$ cat config.mk
export PLATFORM = sky130hd
export DESIGN_NAME = trig_qualifier
export DESIGN_NICKNAME = d
export VERILOG_FILES = /design/src/rtl/tq_pkg.sv /design/src/rtl/tq_sync.sv /design/src/rtl/tq_edge.sv /design/src/rtl/tq_delay.sv /design/src/rtl/trig_qualifier.sv
export SDC_FILE = /design/constraint.sdc
export NUM_CORES = 1
export LEC_CHECK = 0
export ABC_AREA = 1
export BUFFER_PORTS_ARGS = -buffer_cell sky130_fd_sc_hd__buf_2
export CELL_PAD_IN_SITES_DETAIL_PLACEMENT = 1
export CELL_PAD_IN_SITES_GLOBAL_PLACEMENT = 2
export CORE_MARGIN = 2
export CORE_UTILIZATION = 30
export DETAILED_ROUTE_END_ITERATION = 7
export GPL_TIMING_DRIVEN = 1
export PLACE_DENSITY_LB_ADDON = 0.1
export SLEW_MARGIN = 25
export SYNTH_ARGS = -nofsm -noshare
export SYNTH_HDL_FRONTEND = slang
export SYNTH_SLANG_ARGS = --single-unit
$ cat constraint.sdc
create_clock -name clk -period 2.5 [get_ports clk]
set_input_delay 0.5 -clock clk [delete_from_list [all_inputs] [get_ports clk]]
set_output_delay 0.5 -clock clk [all_outputs]
set_load 0.005 [all_outputs]
$ cat src/rtl/tq_pkg.sv
package tq_pkg;
    typedef enum logic [1:0] {
        ST_IDLE  = 2'd0,
        ST_WAIT  = 2'd1,
        ST_DELAY = 2'd2,
        ST_FIRE  = 2'd3
    } tq_state_t;
endpackage

$ cat src/rtl/tq_sync.sv
module tq_sync #(
    parameter int W      = 8,
    parameter int STAGES = 2
) (
    input  logic         clk,
    input  logic         rst_n,
    input  logic [W-1:0] d_i,
    output logic [W-1:0] q_o
);
    for (genvar b = 0; b < W; b++) begin : g_bit
        logic [STAGES-1:0] chain;
        always_ff @(posedge clk or negedge rst_n) begin
            if (!rst_n) chain <= '0;
            else        chain <= {chain[STAGES-2:0], d_i[b]};
        end
        assign q_o[b] = chain[STAGES-1];
    end
endmodule

$ cat src/rtl/tq_edge.sv
module tq_edge #(
    parameter int W = 8
) (
    input  logic         clk,
    input  logic         rst_n,
    input  logic [W-1:0] sync_i,
    input  logic [W-1:0] live_mask_i,
    input  logic         live_pol_i,
    input  logic [W-1:0] held_mask_i,
    input  logic         held_pol_i,
    output logic         edge_hit_o,
    output logic         level_hit_o
);
    logic [W-1:0] prev_q;
    logic [W-1:0] held_active;
    logic [W-1:0] live_active;

    always_ff @(posedge clk or negedge rst_n) begin
        if (!rst_n) prev_q <= '0;
        else        prev_q <= sync_i;
    end

    assign held_active = held_pol_i ? sync_i : ~sync_i;
    assign live_active = live_pol_i ? sync_i : ~sync_i;

    // event: selected pin changed and now sits at the active level
    assign edge_hit_o  = |(held_mask_i & held_active & (sync_i ^ prev_q));
    // arm-time level check on the live settings
    assign level_hit_o = |(live_mask_i & live_active);
endmodule

$ cat src/rtl/tq_delay.sv
module tq_delay #(
    parameter int DW = 8
) (
    input  logic          clk,
    input  logic          rst_n,
    input  logic          run_i,
    input  logic          tick_i,
    input  logic [DW-1:0] limit_i,
    output logic          done_o
);
    logic [DW-1:0] ms_q;

    always_ff @(posedge clk or negedge rst_n) begin
        if (!rst_n)               ms_q <= '0;
        else if (!run_i)          ms_q <= '0;
        else if (tick_i && !done_o) ms_q <= ms_q + DW'(1);
    end

    assign done_o = run_i && tick_i && (ms_q == limit_i - DW'(1));
endmodule

$ cat src/rtl/trig_qualifier.sv
module trig_qualifier
    import tq_pkg::*;
#(
    parameter int NPINS = 8,
    parameter int CW    = 8,
    parameter int DW    = 8
) (
    input  logic             clk,
    input  logic             rst_n,
    input  logic [NPINS-1:0] pin_i,
    input  logic [NPINS-1:0] sel_mask_i,
    input  logic             active_high_i,
    input  logic [CW-1:0]    need_count_i,
    input  logic [DW-1:0]    delay_ms_i,
    input  logic             arm_i,
    input  logic             disarm_i,
    input  logic             ms_tick_i,
    output logic             start_o,
    output logic             busy_o
);
    tq_state_t state_q, state_d;

    logic [NPINS-1:0] sync_pins;
    logic [NPINS-1:0] cfg_mask_q;
    logic             cfg_pol_q;
    logic [CW-1:0]    cfg_count_q;
    logic [DW-1:0]    cfg_delay_q;
    logic [CW-1:0]    ev_cnt_q;

    logic edge_hit, level_hit, delay_done;
    logic arm_go, qual, last_ev;
    logic [CW-1:0] cur_count;
    logic [DW-1:0] cur_delay;

    tq_sync #(.W(NPINS), .STAGES(2)) u_sync (
        .clk   (clk),
        .rst_n (rst_n),
        .d_i   (pin_i),
        .q_o   (sync_pins)
    );

    tq_edge #(.W(NPINS)) u_edge (
        .clk         (clk),
        .rst_n       (rst_n),
        .sync_i      (sync_pins),
        .live_mask_i (sel_mask_i),
        .live_pol_i  (active_high_i),
        .held_mask_i (cfg_mask_q),
        .held_pol_i  (cfg_pol_q),
        .edge_hit_o  (edge_hit),
        .level_hit_o (level_hit)
    );

    tq_delay #(.DW(DW)) u_delay (
        .clk     (clk),
        .rst_n   (rst_n),
        .run_i   (state_q == ST_DELAY && !disarm_i),
        .tick_i  (ms_tick_i),
        .limit_i (cfg_delay_q),
        .done_o  (delay_done)
    );

    assign arm_go    = arm_i && !disarm_i;
    assign cur_count = (state_q == ST_IDLE) ? need_count_i : cfg_count_q;
    assign cur_delay = (state_q == ST_IDLE) ? delay_ms_i   : cfg_delay_q;
    assign qual      = ((state_q == ST_IDLE) && arm_go && level_hit) ||
                       ((state_q == ST_WAIT) && edge_hit);
    assign last_ev   = qual && (((state_q == ST_IDLE) ? CW'(0) : ev_cnt_q) == cur_count);

    // state register
    always_ff @(posedge clk or negedge rst_n) begin
        if (!rst_n) state_q <= ST_IDLE;
        else        state_q <= state_d;
    end

    // next state
    always_comb begin
        state_d = state_q;
        unique case (state_q)
            ST_IDLE: begin
                if (arm_go) begin
                    if (last_ev) state_d = (cur_delay == '0) ? ST_FIRE : ST_DELAY;
                    else         state_d = ST_WAIT;
                end
            end
            ST_WAIT: begin
                if (last_ev) state_d = (cur_delay == '0) ? ST_FIRE : ST_DELAY;
            end
            ST_DELAY: begin
                if (delay_done) state_d = ST_FIRE;
            end
            ST_FIRE: state_d = ST_IDLE;
        endcase
        if (disarm_i) state_d = ST_IDLE;
    end

    // settings capture and event counter
    always_ff @(posedge clk or negedge rst_n) begin
        if (!rst_n) begin
            cfg_mask_q  <= '0;
            cfg_pol_q   <= 1'b1;
            cfg_count_q <= '0;
            cfg_delay_q <= '0;
            ev_cnt_q    <= '0;
        end else if (disarm_i) begin
            ev_cnt_q <= '0;
        end else if (state_q == ST_IDLE) begin
            if (arm_go) begin
                cfg_mask_q  <= sel_mask_i;
                cfg_pol_q   <= active_high_i;
                cfg_count_q <= need_count_i;
                cfg_delay_q <= delay_ms_i;
                ev_cnt_q    <= qual ? CW'(1) : CW'(0);
            end else begin
                ev_cnt_q <= '0;
            end
        end else if (state_q == ST_WAIT && qual) begin
            ev_cnt_q <= ev_cnt_q + CW'(1);
        end
    end

    // outputs
    always_comb begin
        start_o = (state_q == ST_FIRE);
        busy_o  = (state_q != ST_IDLE);
    end
endmodule

# --- Yosys cells after proc, flatten, opt, wreduce, memory -nomap -nowiden ---
# Cells that the tools add are included.
totals:
  regBits: 67
  input_bits: 38
  output_inout_bits: 2
  wordCells: 74
op_classes:
  addsub: 3
  eq_ne: 9
  mux: 19
  bitwise: 6
  n_reduce_logical: 21
op_table:
  columns: ["operator", "count"]
  rows:
  - ["$mux W8", 10]
  - ["$and A8 B8 Y8", 3]
  - ["$add A8 B1 Y8 const B", 2]
  - ["$eq A8 B8 Y1", 2]
  - ["$reduce_or A8 Y1", 2]
  - ["$logic_and A1 B1 Y1", 10]
  - ["$mux W2", 5]
  - ["$logic_not A8 Y1", 1]
  - ["$not A8 Y8", 1]
  - ["$pmux W2 S4", 1]
  - ["$sub A8 B1 Y8 const B", 1]
  - ["$xor A8 B8 Y8", 1]
  - ["$ne A3 B3 Y1 const B", 2]
  - ["$reduce_and A3 Y1", 2]
  - ["$eq A2 B2 Y1 const B", 2]
  - ["$mux W1", 3]
  - ["$ne A3 B2 Y1 const B", 1]
  - ["$reduce_bool A3 Y1", 1]
  - ["$eq A2 B1 Y1 const B", 1]
  - ["$logic_not A1 Y1", 2]
  - ["$logic_not A2 Y1", 1]
  - ["$ne A2 B2 Y1 const B", 1]
  - ["$reduce_bool A2 Y1", 1]
  - ["$logic_or A1 B1 Y1", 1]
  - ["$not A1 Y1", 1]

# --- Depth between registers and ports, before layout ---
# Gate-level depths: netlist of run 1.
logic_depth:
  depth_word: 12
  mapped_depth: 15
  depth_no_buf: 14

# --- By module ---
# Synthesis of run 1 repeated with hierarchy kept, for this count alone.
hier_totals:
  cells_unflattened: 493
  hier_area_um2: 3754.9
modules_own_cells:
  columns: ["module", "instances", "cells_per_inst", "area_per_inst_um2", "seq_area_each_um2"]
  rows:
  - ["trig_qualifier", 1, 239, 1881.8, 877.1]
  - ["tq_delay", 1, 135, 855.8, 200.2]
  - ["tq_edge", 1, 95, 556.8, 200.2]
  - ["tq_sync", 1, 24, 460.4, 400.4]

# --- Least setup slack after synthesis of run 1 ---
# No wires, ideal clock.
synth_timing:
  path_type: "reg-to-reg"
  from: "register cfg_delay_q[0]"
  to: "register u_delay.ms_q[3]"
  setup_time_ps: 119
  arrival_time_ps: 1603
  t_required_ps: 2381
  slack_ps: 778
  path_stages_with_launch: 14
  path_buffers: 0
  period_less_slack_ps: 1722
  cell_sequence: "dfrtp_1 > inv_1 > ha_1 > nand2_1 > nor2_2 > nand2_1 > a21oi_1 > nand3_1 > nor2_2 > nor2_4 > nor2_8 > inv_4 > nand2_1 > o21ai_2"
synth_via:
  elab_chain_cells: 6
synth_lines:
  columns: ["item", "line_no", "source"]
  rows:
  - ["start: declaration", "trig_qualifier.sv:27", "logic [DW-1:0] cfg_delay_q;"]
  - ["start signal: assignment", "trig_qualifier.sv:112", "cfg_delay_q <= delay_ms_i;"]
  - ["$sub A8 B1 Y8", "tq_delay.sv:19", "assign done_o = run_i && tick_i && (ms_q == limit_i - DW'(1));"]
  - ["$eq A8 B8 Y1", "tq_delay.sv:19", null]
  - ["$logic_and A1 B1 Y1", "tq_delay.sv:19", null]
  - ["$logic_not A1 Y1", "tq_delay.sv:16", "else if (tick_i && !done_o) ms_q <= ms_q + DW'(1);"]
  - ["$logic_and A1 B1 Y1", "tq_delay.sv:16", null]
  - ["$ne A2 B2 Y1 (no line)", null, null]
  - ["end signal: assignment", "tq_delay.sv:16", null]
  - ["end: declaration", "tq_delay.sv:11", "logic [DW-1:0] ms_q;"]
# Every way passes these cells.
# A chain may end at the register's enable or synchronous reset.

# --- Final worst setup path of run 1 ---
# Same ends and word-level chain as after synthesis.

==> results of run 1 <==
==> area by class of cell <==
type / count / area, µm² / share of cell area [%]
clock inverters: 7 / 76.3 / 1.77
flip-flops and latches: 67 / 1680 / 39.0
clock buffers: 9 / 225 / 5.23
inverters: 54 / 208 / 4.83
repair buffers: 45 / 253 / 5.87
well taps: 147 / 184 / 4.27
multi-input cells: 335 / 1680 / 39.0
==> sequential cells by signal, indices dropped and copies added, names as in the netlist <==
signal and cells:
u_delay.ms_q 8, cfg_count_q 8, cfg_delay_q 8, ev_cnt_q 8
cfg_mask_q 8, u_edge.prev_q 8, state_q 2, cfg_pol_q 1
u_sync.g_bit.chain 16
==> metrics by stage <==
step | instance area [µm²] | hold slack [ns] | total power (W) | utilization [%] | setup WS (ns)
final | 4300 | 0.0890 | 0.00415 | 36.1 | 0.464
after global routing | 4300 | 0.112 | 0.00452 | 36.1 | 0.272
after CTS | 4300 | 0.0905 | 0.00424 | 36.1 | 0.432
after global placement | 4000 | 0.332 | 0.00289 | 33.6 | 0.410
after floorplan | 3630 | 0.204 | 0.00249 | - | 0.778
after detailed placement | 4000 | 0.336 | 0.00291 | 33.6 | 0.435
==> layer usage <==
metal / vias up / share of wire [%] / GRT usage (%)
li1: 1567 / - / -
met1: 1469 / 45 / 20.6
met2: 35 / 50 / 29.8
met3: 10 / 3.4 / 5.31
met4: 0 / 1.4 / 5.20
met5: - / 0 / 0
==> kinds of logic after synthesis <==
logic type | Yosys count | share of synthesized area, %
AOI/OAI and AO/OA | 43 | 7.34
xor gates and xnor gates | 16 | 3.86
adders and majority gates | 7 | 2.41
buffers and inverters | 63 | 7.51
DFF | 67 | 46.2
and+or+nand+nor | 269 | 32.6
==> layout by cell type, fill, tap and decap left out, drive strengths merged <==
cell / instances
a21oi: 6
nor4: 1
inv: 53
nand2: 168
xnor2: 4
clkinvlp: 2
clkinv: 5
or2: 3
buf: 45
dfstp: 1
nand3: 48
ha: 7
nor3: 6
o21bai: 1
nor3b: 1
dfrtp: 66
o22ai: 1
bufinv: 1
o21ai: 34
nand4: 8
o31ai: 1
xor2: 12
nor2: 34
clkbuf: 9
==> power breakdown <==
| group | switching, W | leakage [nW] | internal, W |
|---|---|---|---|
| Clock | 0.000516 | 0.142 | 0.000778 |
| Combinational | 0.000886 | 1.18 | 0.000466 |
| Sequential | 0.000185 | 0.837 | 0.00132 |
==> worst max-delay path, stage by stage, from the launching register on <==
cell     delay [ns]
dfrtp_1        0.39
inv_1          0.11
ha_1           0.25
nand2_1        0.11
nor2_2         0.15
nand2_1        0.08
a21oi_1        0.13
nand3_1        0.13
nor2_2         0.18
nor2_4         0.10
nor2_8         0.11
inv_4          0.07
nand2_1        0.07
o21ai_2        0.05
==> how the worst min path moves through the flow <==
stage	from	endpoint	slack, ns
finish	rst_n	u_sync.g_bit[3].chain[0]	0.09
global route	rst_n	u_sync.g_bit[3].chain[0]	0.11
CTS	rst_n	u_sync.g_bit[3].chain[0]	0.09
detailed placement	u_sync.g_bit[2].chain[0]	u_sync.g_bit[2].chain[1]	0.34
global placement	u_sync.g_bit[2].chain[0]	u_sync.g_bit[2].chain[1]	0.33
floorplan	rst_n	cfg_count_q[0]	0.20
==> results.md, run 1 <==
- Clk root buf: clkbuf_16
- Vias in the first global route: 3440
- Setup TNS: 0 ns
- Fin cells: 664
- Antenna cells: 0
- Post-synthesis async set-or-reset flop share: 100%
- DP Cell Count: 648
- Worst ir drop on vdd: 0.413 mV
- Number of max-cap violations: 0
- Mean Syn Cell Area: 7.81 µm²
- Synth cell count leaders: nand2_1 (162), dfrtp_1 (66), nand3_1 (47)
- CTS max path bufs: 2
- Initial antenna violation count: 0
- CTS tree: built
- Share of Yosys cell area claimed by the top area cell type: 45.5%
- Area Overhead vs Synth: 18.5%
- Final net count: 557
- Skew final: 0.00541 ns
- Worst-Skew Late Latency: 0.34 ns
- Sink Count: 67
- Synth Warn #: 0
- Pleak: 2.16 nW
- Port bufs: 39
- Top cells by area, synth: dfrtp_1 (46%), nand2_1 (17%), nand3_1 (6.5%)
- # DRC: 0
- Cell variety after synth: 35
- Worst hold path class: input pin to async pin
- Die ar.: 0.0130 mm²
- Fmax: 491 MHz
- Gpl congestion: 0.748
- Syn nets: 510
- Final antenna-violating net count: 0
- Starting Density: 30.5%
- Post-layout minimum cycle time: 2.04 ns
- CP Data Arrival Time: 2.26 ns
- Boundary pin count: 40
- Post-CTS setup buffers: 0
- Drt first pass iters: 4
- Final Slew Violations: 0
- Status: completed
- Ratio of cells with drive above 1 in the final layout: 19.1%
- First-pass GRT wire length: 17.1 mm
- DP HPWL: 7.55 mm
- Drt total wl: 9.87 mm
- Num rows: 40
- Yosys reg bits: 67
- Post-synth EDFFs: 0
- Final-layout fill cell count: 1493
- CP Max Fanout: 8
- Main synth FF type: dfrtp_1
- Mapped Area: 0.00363 mm²
- Hold_buf cts: 0
- Core area: 0.0119 mm²
- Startpoint Class: flop
- Gr ovfl total: 0
- Reg2reg start: cfg_delay_q[0]
- Cells after Synth: 465
- Drt wl/cell: 14.9 µm
- Slew HR: 70.6%
- Req. time, crit path: 2.73 ns
- Critical Path Sink Type: flop
- Reg-to-Reg End: u_delay.ms_q[3]
- GRT Total Usage: 17.2%
- CP startpoint: cfg_delay_q[0]
- Count leader, synth: nand2_1
- P per Cell Area: 965 mW/mm²
- CTS H-Tree Depth: 3
- Initial DRC Count: 75
- Via count: 3081
- Cell taking the most area after synthesis: dfrtp_1
- RSZ-0062 raised after global routing: no
- Period utilisation layout: 81.4%
- CP Capture Point: u_delay.ms_q[3]
- Slew @ Worst Pin: 0.437 ns
- Die extent in y: 114 µm
- CTS resizes: 0
- Hold Vio Cnt, Final: 0
- Reg clk slew, reported paths: 0.06 ns
- WS Path Type: flop to flop
- FF-to-FF path depth: 13
- Reg2reg setup slack: 0.46 ns
- Largest net degree at the start of global routing: 32
- DR vias/cell: 4.64
- Horiz. Die Dim: 114 µm
- Final setup fails: 0
- Register area share after synthesis: 46.2%
- CTS Buf Count: 9
(Power assumes the default switching activity.)
==> inputs of run 2 (changes only) <==
Clock period 2.5 ns to 1.9 ns, I/O delays scaled along.
==> run 2 against run 1 <==
Sequential share of layout area decreased by 2.8 points. Total power increased by 44%. Critical path depth unchanged. Register-to-register slack got worse by 0.40 ns. Critical path type unchanged. Critical endpoint is now state_q[0]. Largest power group is now combinational cells.
==> results.md, run 2 (synthesis gave the netlist of run 1 again) <==
- Clk root buf: clkbuf_16
- WS Path Type: flop to flop
- Number of max-cap violations: 0 (unchanged)
- DP HPWL: 7.52 mm (-0.28%)
- P per Cell Area: 1290 mW/mm² (+34%)
- CP Max Fanout: 5 (-3)
- Period utilisation layout: 96.8% (+15 points)
- Hold Vio Cnt, Final: 0 (unchanged)
- Initial antenna violation count: 0 (unchanged)
- Worst ir drop on vdd: 0.455 mV (+10%)
- CTS H-Tree Depth: 3 (unchanged)
- Max reg flops: 16 (unchanged)
- Die extent in y: 114 µm (unchanged)
- Gpl congestion: 0.786 (+5.1%)
- Final setup fails: 0 (unchanged)
- GRT Total Usage: 17.7% (+0.50 points)
- Final net count: 582 (+4.5%)
- Fmax: 544 MHz (+11%)
- Fin cells: 689 (+3.8%)
- Slew @ Worst Pin: 0.377 ns (-0.0596 ns)
- Critical Path Sink Type: flop
- Total design power: 0.00600 W (+44%)
- Num rows: 40 (unchanged)
- Pleak: 2.32 nW (+7.5%)
- CP Data Arrival Time: 2.07 ns (-0.19 ns)
- Post-layout minimum cycle time: 1.84 ns (-0.198 ns)
- Hold_buf cts: 0 (unchanged)
- Reg clk slew, reported paths: 0.06 ns (about the same)
- Final antenna-violating net count: 0 (unchanged)
- Horiz. Die Dim: 114 µm (unchanged)
- Antenna cells: 0 (unchanged)
- Worst hold path class: input pin to async pin
- Leading cell type in the layout, fill and taps excluded: nand2_1
- RSZ-0062 raised after global routing: yes
- Req. time, crit path: 2.13 ns (-0.60 ns)
- Skew final: 0.00656 ns (+0.00115 ns)
- Via count: 3250 (+5.5%)
- Gr ovfl total: 0 (unchanged)
- Initial DRC Count: 153 (+100%)
- Drt total wl: 10.5 mm (+6.1%)
- # DRC: 0 (unchanged)
- Biggest register: u_sync.g_bit.chain
- Die ar.: 0.0130 mm² (unchanged)
- Largest net degree at the start of global routing: 68 (+110%)
- DR vias/cell: 4.72 (+1.7%)
- Area Overhead vs Synth: 27.9%
- Starting Density: 30.5% (unchanged)
- Vias in the first global route: 3493 (+1.5%)
- Slew HR: 74.8% (+4.3 points)
- Drt first pass iters: 4 (unchanged)
- First-pass GRT wire length: 17.6 mm (+3.1%)
- Boundary pin count: 40 (unchanged)
- Most frequent cells in the layout: nand2_1 (157), dfrtp_1 (66), nand3_1 (46)
- Ratio of cells with drive above 1 in the final layout: 26.0% (+6.9 points)
- CTS tree: built
- Final Slew Violations: 0 (unchanged)
- CTS max path bufs: 2 (unchanged)
- Core area: 0.0119 mm² (unchanged)
- Status: completed
- CTS Buf Count: 9 (unchanged)
- Drt wl/cell: 15.2 µm (+2.3%)
- Worst-Skew Late Latency: 0.34 ns (about the same)
- Startpoint Class: flop
- DP Cell Count: 662 (+2.2%)
- Sink Count: 67 (unchanged)
- Port bufs: 39 (unchanged)
run 2: changes by cell type in the layout (fill, tap and decap cells not counted), moves of 2 or more:
| cell | previous run | this run |
|---|---|---|
| buf_4 | 5 | 24 |
| nand2_1 | 162 | 157 |
| inv_1 | 46 | 42 |
| nand2_2 | 4 | 8 |
| buf_12 | 1 | 4 |
| inv_2 | 4 | 7 |
| a21oi_1 | 5 | 3 |
| a21oi_2 | 1 | 3 |
| clkinv_4 | 1 | 3 |
| ha_1 | 7 | 5 |
| nor2_1 | 26 | 24 |
| nor2_4 | 2 | 4 |
run 2: power by group:
group	internal (W)	switching [W]	total, W
Sequential	0.00174	0.000257	0.00200
Combinational	0.000950	0.00135	0.00230
Clock	0.00102	0.000672	0.00170
Total	0.00372	0.00228	0.00600
run 2: what timing repair did:
item | in CTS | in global routing
endpoints found under the setup margin | 12 | 33
pin swaps | 7 | 16
cloned | 1 | 1
setup buffers | 4 | 6
resized for setup | 7 | 21
run 2: worst max-delay path: stages, from the launching register on:
cell	delay, ns
dfrtp_1	0.39
inv_1	0.09
ha_2	0.19
inv_2	0.05
nor2_2	0.14
inv_2	0.07
nor2_4	0.18
o21ai_1	0.11
nand2_2	0.13
nand2_1	0.12
nand2_1	0.09
nand2_2	0.06
nand2_2	0.06
nand2_1	0.05
run 2: layer usage:
metal  vias to the layer above  part of all wire (%)  global-route usage (%)
li1                       1623                     -                       -
met1                      1587                    45                    21.3
met2                        33                    51                    31.3
met3                         7                   3.3                    5.37
met4                         0                  0.75                    3.90
met5                         -                     0                       0
run 2: worst paths after layout:
path / depth (start not counted) / start / to / slack, ns
worst max-delay path: 13 / state_q[1] / state_q[0] / 0.06
worst min-delay path: 2 / rst_n / u_sync.g_bit[2].chain[0] / 0.06
worst max register to register: 13 / state_q[1] / state_q[0] / 0.06
worst min register to register: 0 / u_sync.g_bit[6].chain[0] / u_sync.g_bit[6].chain[1] / 0.34
max in group asynchronous: 2 / rst_n / cfg_pol_q / 1.52
min in group clk: 1 / pin_i[2] / u_sync.g_bit[2].chain[0] / 0.14
run 2: final cells by class:
| class | instances | area [µm²] |
|---|---|---|
| fill | 1453 | 7270 |
| inverter | 54 | 219 |
| multi-input combinational | 336 | 1760 |
| clock inverter | 7 | 77.6 |
| timing repair buffer | 69 | 499 |
| sequential | 67 | 1680 |
| tap | 147 | 184 |
| clock buffer | 9 | 225 |
run 2: through the flow:
step	utilization (%)	setup slack, ns	TNS, ns	hold slack [ns]	area, µm²
2_1_floorplan	-	0.178	0	0.0844	3630
3_3_place_gp	34.8	-0.100	-0.442	0.334	4140
3_5_place_dp	34.8	-0.138	-0.766	0.336	4140
4_1_cts	38.1	-0.0135	-0.0135	0.0684	4540
5_1_grt	39.0	-0.125	-0.621	0.0916	4640
6_report	39.0	0.0614	0	0.0605	4640
